## config.mk

```make
export PLATFORM = sky130hd
export DESIGN_NAME = pic_top
export DESIGN_NICKNAME = d
export VERILOG_FILES = /design/src/rtl/pic_pkg.sv /design/src/rtl/pic_src_qualify.sv /design/src/rtl/pic_prio_pick.sv /design/src/rtl/pic_top.sv
export SDC_FILE = /design/constraint.sdc
export NUM_CORES = 1
export LEC_CHECK = 0
export ABC_AREA = 0
export BUFFER_PORTS_ARGS = -buffer_cell sky130_fd_sc_hd__buf_2
export CORE_ASPECT_RATIO = 1.75
export CORE_MARGIN = 8
export CORE_UTILIZATION = 42
export CTS_BUF_LIST = sky130_fd_sc_hd__clkbuf_4
export CTS_CLUSTER_SIZE = 8
export DETAILED_ROUTE_END_ITERATION = 8
export PLACE_DENSITY = 0.83
export SLEW_MARGIN = 20
export SYNTH_ARGS = -nofsm -noshare
export SYNTH_HDL_FRONTEND = slang
export SYNTH_SLANG_ARGS = --single-unit
```

## constraint.sdc

```tcl
create_clock -name clk -period 2.3 [get_ports clk]
set_clock_uncertainty 0.15 [all_clocks]
set_input_delay 0.23 -clock clk [delete_from_list [all_inputs] [get_ports clk]]
set_output_delay 0.23 -clock clk [all_outputs]
set_load 0.03 [all_outputs]
```

## src/rtl/pic_pkg.sv

```systemverilog
package pic_pkg;
    // default source population: one software source plus peripheral sources
    localparam int PIC_NUM_SRC     = 39;
    localparam int PIC_SRC_PER_MOD = 4;
endpackage

```

## src/rtl/pic_src_qualify.sv

```systemverilog
module pic_src_qualify #(
    parameter int NUM_SRC     = 39,
    parameter int SRC_PER_MOD = 4,
    parameter int NUM_MOD     = (NUM_SRC + SRC_PER_MOD - 1) / SRC_PER_MOD
) (
    input  logic [NUM_SRC-1:0] src_flag,
    input  logic [NUM_SRC-1:0] src_en,
    input  logic [NUM_SRC-1:0] xfer_sel,
    input  logic [NUM_MOD-1:0] mod_level,
    input  logic               cpu_mask,
    output logic [NUM_SRC-1:0] cand_hi,
    output logic [NUM_SRC-1:0] cand_lo,
    output logic [NUM_SRC-1:0] xfer_hit
);
    for (genvar i = 0; i < NUM_SRC; i++) begin : g_src
        localparam int MOD_IDX = i / SRC_PER_MOD;
        logic pend;
        logic to_cpu;
        assign pend        = src_flag[i] & src_en[i];
        assign to_cpu      = pend & ~xfer_sel[i];
        assign cand_hi[i]  = to_cpu & mod_level[MOD_IDX];
        assign cand_lo[i]  = to_cpu & ~mod_level[MOD_IDX] & ~cpu_mask;
        assign xfer_hit[i] = pend & xfer_sel[i];
    end
endmodule

```

## src/rtl/pic_prio_pick.sv

```systemverilog
module pic_prio_pick #(
    parameter int N = 39,
    parameter int W = $clog2(N)
) (
    input  logic [N-1:0] cand,
    output logic         found,
    output logic [W-1:0] idx
);
    always_comb begin
        found = 1'b0;
        idx   = '0;
        for (int i = N - 1; i >= 0; i--) begin
            if (cand[i]) begin
                found = 1'b1;
                idx   = W'(i);
            end
        end
    end
endmodule

```

## src/rtl/pic_top.sv

```systemverilog
module pic_top
    import pic_pkg::*;
#(
    parameter int NUM_SRC     = PIC_NUM_SRC,
    parameter int SRC_PER_MOD = PIC_SRC_PER_MOD,
    parameter int NUM_MOD     = (NUM_SRC + SRC_PER_MOD - 1) / SRC_PER_MOD,
    parameter int VEC_W       = $clog2(NUM_SRC)
) (
    input  logic               clk,
    input  logic               rst_n,
    input  logic [NUM_SRC-1:0] src_flag,
    input  logic [NUM_SRC-1:0] src_en,
    input  logic [NUM_SRC-1:0] xfer_sel,
    input  logic [NUM_MOD-1:0] mod_level,
    input  logic               cpu_mask,
    output logic               irq_req,
    output logic [VEC_W-1:0]   irq_vec,
    output logic [NUM_SRC-1:0] xfer_trig
);
    typedef struct packed {
        logic               req;
        logic [VEC_W-1:0]   vec;
        logic [NUM_SRC-1:0] trig;
    } pic_state_t;

    pic_state_t st_d, st_q;

    logic [NUM_SRC-1:0] cand_hi, cand_lo, xfer_hit;
    logic               hi_found, lo_found;
    logic [VEC_W-1:0]   hi_idx, lo_idx;

    pic_src_qualify #(
        .NUM_SRC    (NUM_SRC),
        .SRC_PER_MOD(SRC_PER_MOD),
        .NUM_MOD    (NUM_MOD)
    ) u_qual (
        .src_flag (src_flag),
        .src_en   (src_en),
        .xfer_sel (xfer_sel),
        .mod_level(mod_level),
        .cpu_mask (cpu_mask),
        .cand_hi  (cand_hi),
        .cand_lo  (cand_lo),
        .xfer_hit (xfer_hit)
    );

    pic_prio_pick #(.N(NUM_SRC), .W(VEC_W)) u_pick_hi (
        .cand (cand_hi),
        .found(hi_found),
        .idx  (hi_idx)
    );

    pic_prio_pick #(.N(NUM_SRC), .W(VEC_W)) u_pick_lo (
        .cand (cand_lo),
        .found(lo_found),
        .idx  (lo_idx)
    );

    always_comb begin
        st_d      = st_q;
        st_d.trig = xfer_hit;
        st_d.req  = hi_found | lo_found;
        if (hi_found) begin
            st_d.vec = hi_idx;
        end else if (lo_found) begin
            st_d.vec = lo_idx;
        end
    end

    always_ff @(posedge clk) begin
        if (!rst_n) begin
            st_q <= '0;
        end else begin
            st_q <= st_d;
        end
    end

    assign irq_req   = st_q.req;
    assign irq_vec   = st_q.vec;
    assign xfer_trig = st_q.trig;

    logic [NUM_SRC-1:0] cand_all;
    assign cand_all = cand_hi | cand_lo;

    AST_VEC_WAS_CAND: assert property (@(posedge clk) disable iff (!rst_n)
        irq_req |-> ((($past(cand_all) >> irq_vec) & 1) != 0));
    AST_NOT_ROUTED: assert property (@(posedge clk) disable iff (!rst_n)
        irq_req |-> ((($past(xfer_sel) >> irq_vec) & 1) == 0));
    AST_MASK_LEVEL: assert property (@(posedge clk) disable iff (!rst_n)
        (irq_req && $past(cpu_mask)) |-> ((($past(mod_level) >> (irq_vec / SRC_PER_MOD)) & 1) != 0));
    AST_HI_BEATS_LO: assert property (@(posedge clk) disable iff (!rst_n)
        (irq_req && ($past(cand_hi) != '0)) |-> ((($past(mod_level) >> (irq_vec / SRC_PER_MOD)) & 1) != 0));
    AST_VEC_HOLD: assert property (@(posedge clk) disable iff (!rst_n)
        !irq_req |-> $stable(irq_vec));
    AST_TRIG_ROUTED: assert property (@(posedge clk) disable iff (!rst_n)
        (xfer_trig & ~$past(src_flag & src_en & xfer_sel)) == '0);
endmodule

```

==> run metrics, run 1 <==
Worst Reg-to-Reg Cells=3; HP Class=primary input to flop; clock root buffer=clkbuf_4; async set or reset register ratio after synthesis=0; leak pwr=2.729 nW; gr ovfl total=0; WL final=14.11 mm; initial antenna violation count=1; clock sink count=46; actual slew at the worst max-slew pin=0.4812 ns; hold endpoint=xfer_trig[24]; WP data required=2.48 ns; Worst setup SP type=primary input; clk buf depth=2; synthesized area=0.003167 mm2; Final Critical Period=2.233 ns; Final HPWL DP=10.18 mm; share of the synthesized area in the top cell type=0.2908; synth warn=0; drt first-iter violations=208; cell with the most instances after synthesis=nand2_1; CTS tree=yes; Setup violations, final=0; share of layout cells above drive strength 1=0.3766; Slew headroom=0.6785; Top FF cell, synth=dfxtp_1; reg-to-reg slack, setup=1.39 ns; Syn Area/Cell=7.762 um2; via count=4543; Placer Congestion=0.9316; H-tree levels=2; endpoint class of the critical path=flop; antenna viol nets, final=0; Area Growth Syn to Fin=70.17%; Commonest cells post-synth=56 x nand2_1, 46 x dfxtp_1, 40 x nor2_1; register area share after synthesis=0.2908; Initial DRT Pass Iterations=5; Final Cell Area=0.005389 mm2; combinational share of power=0.390; number of global-route vias before repair=4734; crit-path max FO=4; status=complete, no violations; max_cap viols=0; largest net degree at the start of global routing=30; highest clock rate=0.4479 GHz; hold path depth=3; WHS=0.05293 ns; clk slew on worst S/H paths=0.15 ns; Cell Pwr Density=386.1 mW/mm2; drt wl/cell=17.68 um; clock group share of total power=0.205; height of the die=130.9 um; Total GRT Usage=0.2538; Reg power frac=0.404; Layout Cells excl Fill=798; syn nets=538; Die W=81.64 um; # IOs=176; Seq cells post-synth=46; Syn Inst Count=408; Sw Share=0.3543; top cell type by total area after synthesis=dfxtp_1; Inst Count DP=704; die area=0.01068 mm2; sw power=0.7371 mW; row count=42; Starting Density=0.4244; setup_tns=0 ns; largest cells by area after synthesis=dfxtp_1 29%, and4_1 7.5%, nand2_1 6.6%; Final period util=0.9707; worst r2r src=irq_vec[4]; number of CTS-inserted buffers=5; Placed Area=0.004437 mm2; clock latency on the worst-skew pair=0.39 ns; DRC=0; maximum VDD drop=342.4 uV; count of input and output buffers=175; first-pass GRT wire length=21.36 mm; Reg-to-Reg End=irq_vec[4]; via/cell ratio=5.693; post-layout total power=2.081 mW; critical path class=primary input to flop; Nets=838; EDFF count, synth=0; Slew Viols, Final=0; hold path start=src_en[24]; core box area=0.007462 mm2; Fin. Hold Viols=0; CP arrival=2.42 ns; post-synth cell types=71; P_int=1.343 mW
==> cell usage in the layout, fill, tap and decap left out, types with 5 or more instances in the layout <==
| cell type | instances |
|---|---|
| nor4_1 | 10 |
| and4_1 | 26 |
| nand3_1 | 6 |
| nand4_1 | 5 |
| buf_4 | 57 |
| a31oi_1 | 6 |
| nand2_1 | 56 |
| inv_1 | 15 |
| buf_2 | 175 |
| o21ai_0 | 17 |
| dfxtp_1 | 46 |
| clkbuf_4 | 6 |
| nand4b_1 | 8 |
| nor2_1 | 40 |
| dlygate4sd3_1 | 76 |
| and3b_1 | 14 |
| a21oi_1 | 22 |
| and2_1 | 5 |
| o22ai_1 | 5 |
| nand3b_1 | 23 |
==> registers in the layout, summed over array words and instances (netlist names) <==
name	count
irq_req	1
xfer_trig	39
irq_vec	6
==> metal layers <==
metal | GRT usage | vias up | part of all wire
li1 | - | 2168 | -
met5 | 0 | - | 0
met4 | 0.1663 | 0 | 0.055
met3 | 0.04658 | 55 | 0.064
met1 | 0.2254 | 2127 | 0.32
met2 | 0.4913 | 193 | 0.56
==> final cells by class <==
cell class,count,area (um2)
diodes,1,2.502
clock buffers,6,45.04
clock inverters,2,8.758
fillers,571,2073
inverters,15,56.30
multi-input cells,332,2181
flip-flops and latches,46,920.9
well taps,88,110.1
repair buffers,308,2064
==> critical path, cell delays in order <==
cell           delay [ns]
dlygate4sd3_1        0.54
buf_2                0.12
nand4b_1             0.17
nand4_1              0.26
nor3_4               0.30
and3_4               0.26
buf_4                0.15
and3_2               0.16
o21ai_0              0.07
a31oi_1              0.15
==> stage by stage <==
stage / setup WS (ns) / util
final: 0.06738 / 0.7222
after floorplan: 0.1604 / -
after detailed placement: -0.07383 / 0.5946
after global placement: -0.07723 / 0.5946
after global routing: -0.04538 / 0.7222
after CTS: 0.005360 / 0.7037
==> cells by family (layout without fill, tap and decap cells) <==
family,after synthesis,in the layout,share of synthesized area
AO/OA/AOI/OAI,108,109,0.2379
buffers and inverters,31,331,0.04425
flip-flops,46,46,0.2908
multiplexers,1,1,0.003161
other,0,1,0
AND/OR/NAND/NOR,222,222,0.4239
==> worst max-delay path by stage <==
stage / start / endpoint / cells after the start / slack (ns)
6_report: xfer_sel[17] / irq_vec[1] / 10 / 0.07
5_1_grt: src_en[30] / irq_vec[4] / 11 / -0.05
4_1_cts: src_en[30] / irq_vec[1] / 11 / 0.005
3_5_place_dp: src_en[25] / irq_vec[4] / 10 / -0.07
3_3_place_gp: xfer_sel[11] / irq_vec[1] / 10 / -0.08
2_1_floorplan: src_en[21] / irq_vec[3] / 10 / 0.16
==> repair_timing <==
action,CTS,global route
endpoints found under the hold margin,38,0
endpoints found under the setup margin,0,7
resized for setup,0,19
hold buffers,76,0
buffers inserted,0,8
==> power by group through the flow <==
stage | registers (mW) | clock network [mW] | logic, mW
3_3_place_gp | 0.857 | 0 | 0.663
6_report | 0.841 | 0.428 | 0.812
5_1_grt | 0.844 | 0.453 | 0.878
4_1_cts | 0.841 | 0.436 | 0.751
3_5_place_dp | 0.858 | 0 | 0.675
2_1_floorplan | 0.923 | 0 | 0.308
(Power assumes the default switching activity.)
==> inputs of run 2 (changes only) <==
--- a/config.mk
+++ b/config.mk
@@ -20 +20,2 @@
 export SYNTH_SLANG_ARGS = --single-unit
+export TNS_END_PERCENT = 10
==> constraint.sdc (replaced) <==
create_clock -name clk -period 2.3 [get_ports clk]
set_clock_uncertainty 0.15 [all_clocks]
set_input_delay 0.115 -clock clk [delete_from_list [all_inputs] [get_ports clk]]
set_output_delay 0.115 -clock clk [all_outputs]
set_load 0.03 [all_outputs]
==> run 2 against run 1 <==
First-iteration DRC count is 6.3% lower. Critical path type unchanged. Flip-flop and latch count stayed put. Non-clock buffer count is 27 lower. Design area is 4.0% lower.
==> run metrics, run 2 (synthesis gave the netlist of run 1 again) <==
Area Growth Syn to Fin=63.30%; max_cap viols=0; CTS tree=yes; drt first-iter violations=195; Inst Count DP=682; row count=42; Cell Pwr Density=407.1 mW/mm2; endpoint class of the critical path=flop; leak pwr=2.606 nW; Die W=81.64 um; largest net degree at the start of global routing=36; setup_tns=0 ns; CP Cell Sequence=dlygate4sd3_1, buf_2, nand3b_1, a41oi_2, o32a_1, o31a_1, o21ai_2, a21oi_2, o31a_1, o22ai_1; Placer Congestion=0.9176; Worst Reg-to-Reg Cells=3; CP max stage cell=dlygate4sd3_1; clk buf depth=2; Setup violations, final=0; via/cell ratio=5.795; CP arrival=2.36 ns; first-pass GRT wire length=21.47 mm; # IOs=176; max FFs per register=39; Final HPWL DP=9.983 mm; most frequent cells in the layout=175 x buf_2, 78 x dlygate4sd3_1, 56 x nand2_1, 46 x dfxtp_1, 40 x nor2_1; die area=0.01068 mm2; Placed Area=0.004272 mm2; end-of-flow core utilization=0.6930; dpl ws=-0.05812 ns; most used cell, CP=o31a_1; drt wl/cell=18.12 um; Crit path depth=10; Buf/Inv on CP=2; maximum VDD drop=252.7 uV; status=complete, no violations; # fillers=637; commonest non-fill, non-tap cell in the layout=buf_2; clk slew on worst S/H paths=0.15 ns; HP Class=primary input to flop; slowest stage delay, CP=0.53 ns; hold path depth=4; core box area=0.007462 mm2; setup ws final=0.09736 ns; Final Cell Area=0.005171 mm2; Nets=810; Starting Density=0.4244; clock sink count=46; Slew Viols, Final=0; Top delay family on crit path=compound AO/OA/AOI/OAI gates; initial antenna violation count=1; WHS=0.02450 ns; Layout Cells excl Fill=769; clock latency on the worst-skew pair=0.38 ns; RSZ-0062 raised after global routing=yes; Slew headroom=0.5966; H-tree levels=2; Total GRT Usage=0.2550; share of layout cells above drive strength 1=0.3397; actual slew at the worst max-slew pin=0.5995 ns; Initial DRT Pass Iterations=5; antenna viol nets, final=0; Fin. Hold Viols=0; DRC=0; number of CTS-inserted buffers=5; via count=4456; number of global-route vias before repair=4772; WP data required=2.46 ns; count of input and output buffers=175; Final Critical Period=2.203 ns; WL final=13.93 mm; Final period util=0.9577; crit-path max FO=6; clock root buffer=clkbuf_4; Worst setup SP type=primary input; highest clock rate=0.4540 GHz; height of the die=130.9 um; post-layout total power=2.105 mW; gr ovfl total=0; critical path class=primary input to flop
==> run 2: power by group <==
part	leakage [nW]	internal, mW	total [mW]	switching [mW]
Sequential	0.375	0.829	0.841	0.0118
Clock	0.0387	0.220	0.507	0.287
Combinational	2.19	0.350	0.757	0.407
Total	2.61	1.40	2.11	0.706
==> run 2: layer usage <==
metal  vias up  part of all wire  track usage
met5         -                 0            0
met4         0             0.064       0.1892
met3        66             0.054      0.04110
met2       186              0.56       0.4885
met1      2098              0.33       0.2257
li1       2106                 -            -
==> run 2: worst paths after layout <==
| kind | start | endpoint | slack [ns] |
|---|---|---|---|
| hold reg to reg | irq_vec[2] | irq_vec[2] | 0.37 |
| hold / removal | mod_level[0] | irq_vec[1] | 0.02 |
| setup / recovery | src_en[33] | irq_vec[2] | 0.1 |
| setup reg to reg | irq_vec[3] | irq_vec[3] | 1.39 |
==> run 2: area by class of cell <==
| cell class | instances | area (um2) | share of cell area |
|---|---|---|---|
| tap | 88 | 110.1 | 0.02129 |
| inverter | 15 | 56.30 | 0.01089 |
| clock buffer | 5 | 37.54 | 0.007259 |
| timing repair buffer | 281 | 1867 | 0.3610 |
| clock inverter | 2 | 33.78 | 0.006533 |
| sequential | 46 | 920.9 | 0.1781 |
| multi-input combinational | 331 | 2143 | 0.4145 |
| antenna | 1 | 2.502 | 0.0004839 |
==> run 2: worst register-to-register path, delay by kind of cell (launching register included) <==
family / cells / cell delay, ns
AOI/OAI and AO/OA: 1 / 0.10
DFF: 1 / 0.34
and+or+nand+nor: 1 / 0.18
buffers and inverters: 1 / 0.05
==> run 2: repair_timing <==
item / in CTS / in global routing
gates resized for setup: 0 / 13
setup buffers: 0 / 1
hold buffers: 78 / 0
endpoints found under the setup margin: 0 / 7
endpoints found under the hold margin: 39 / 0
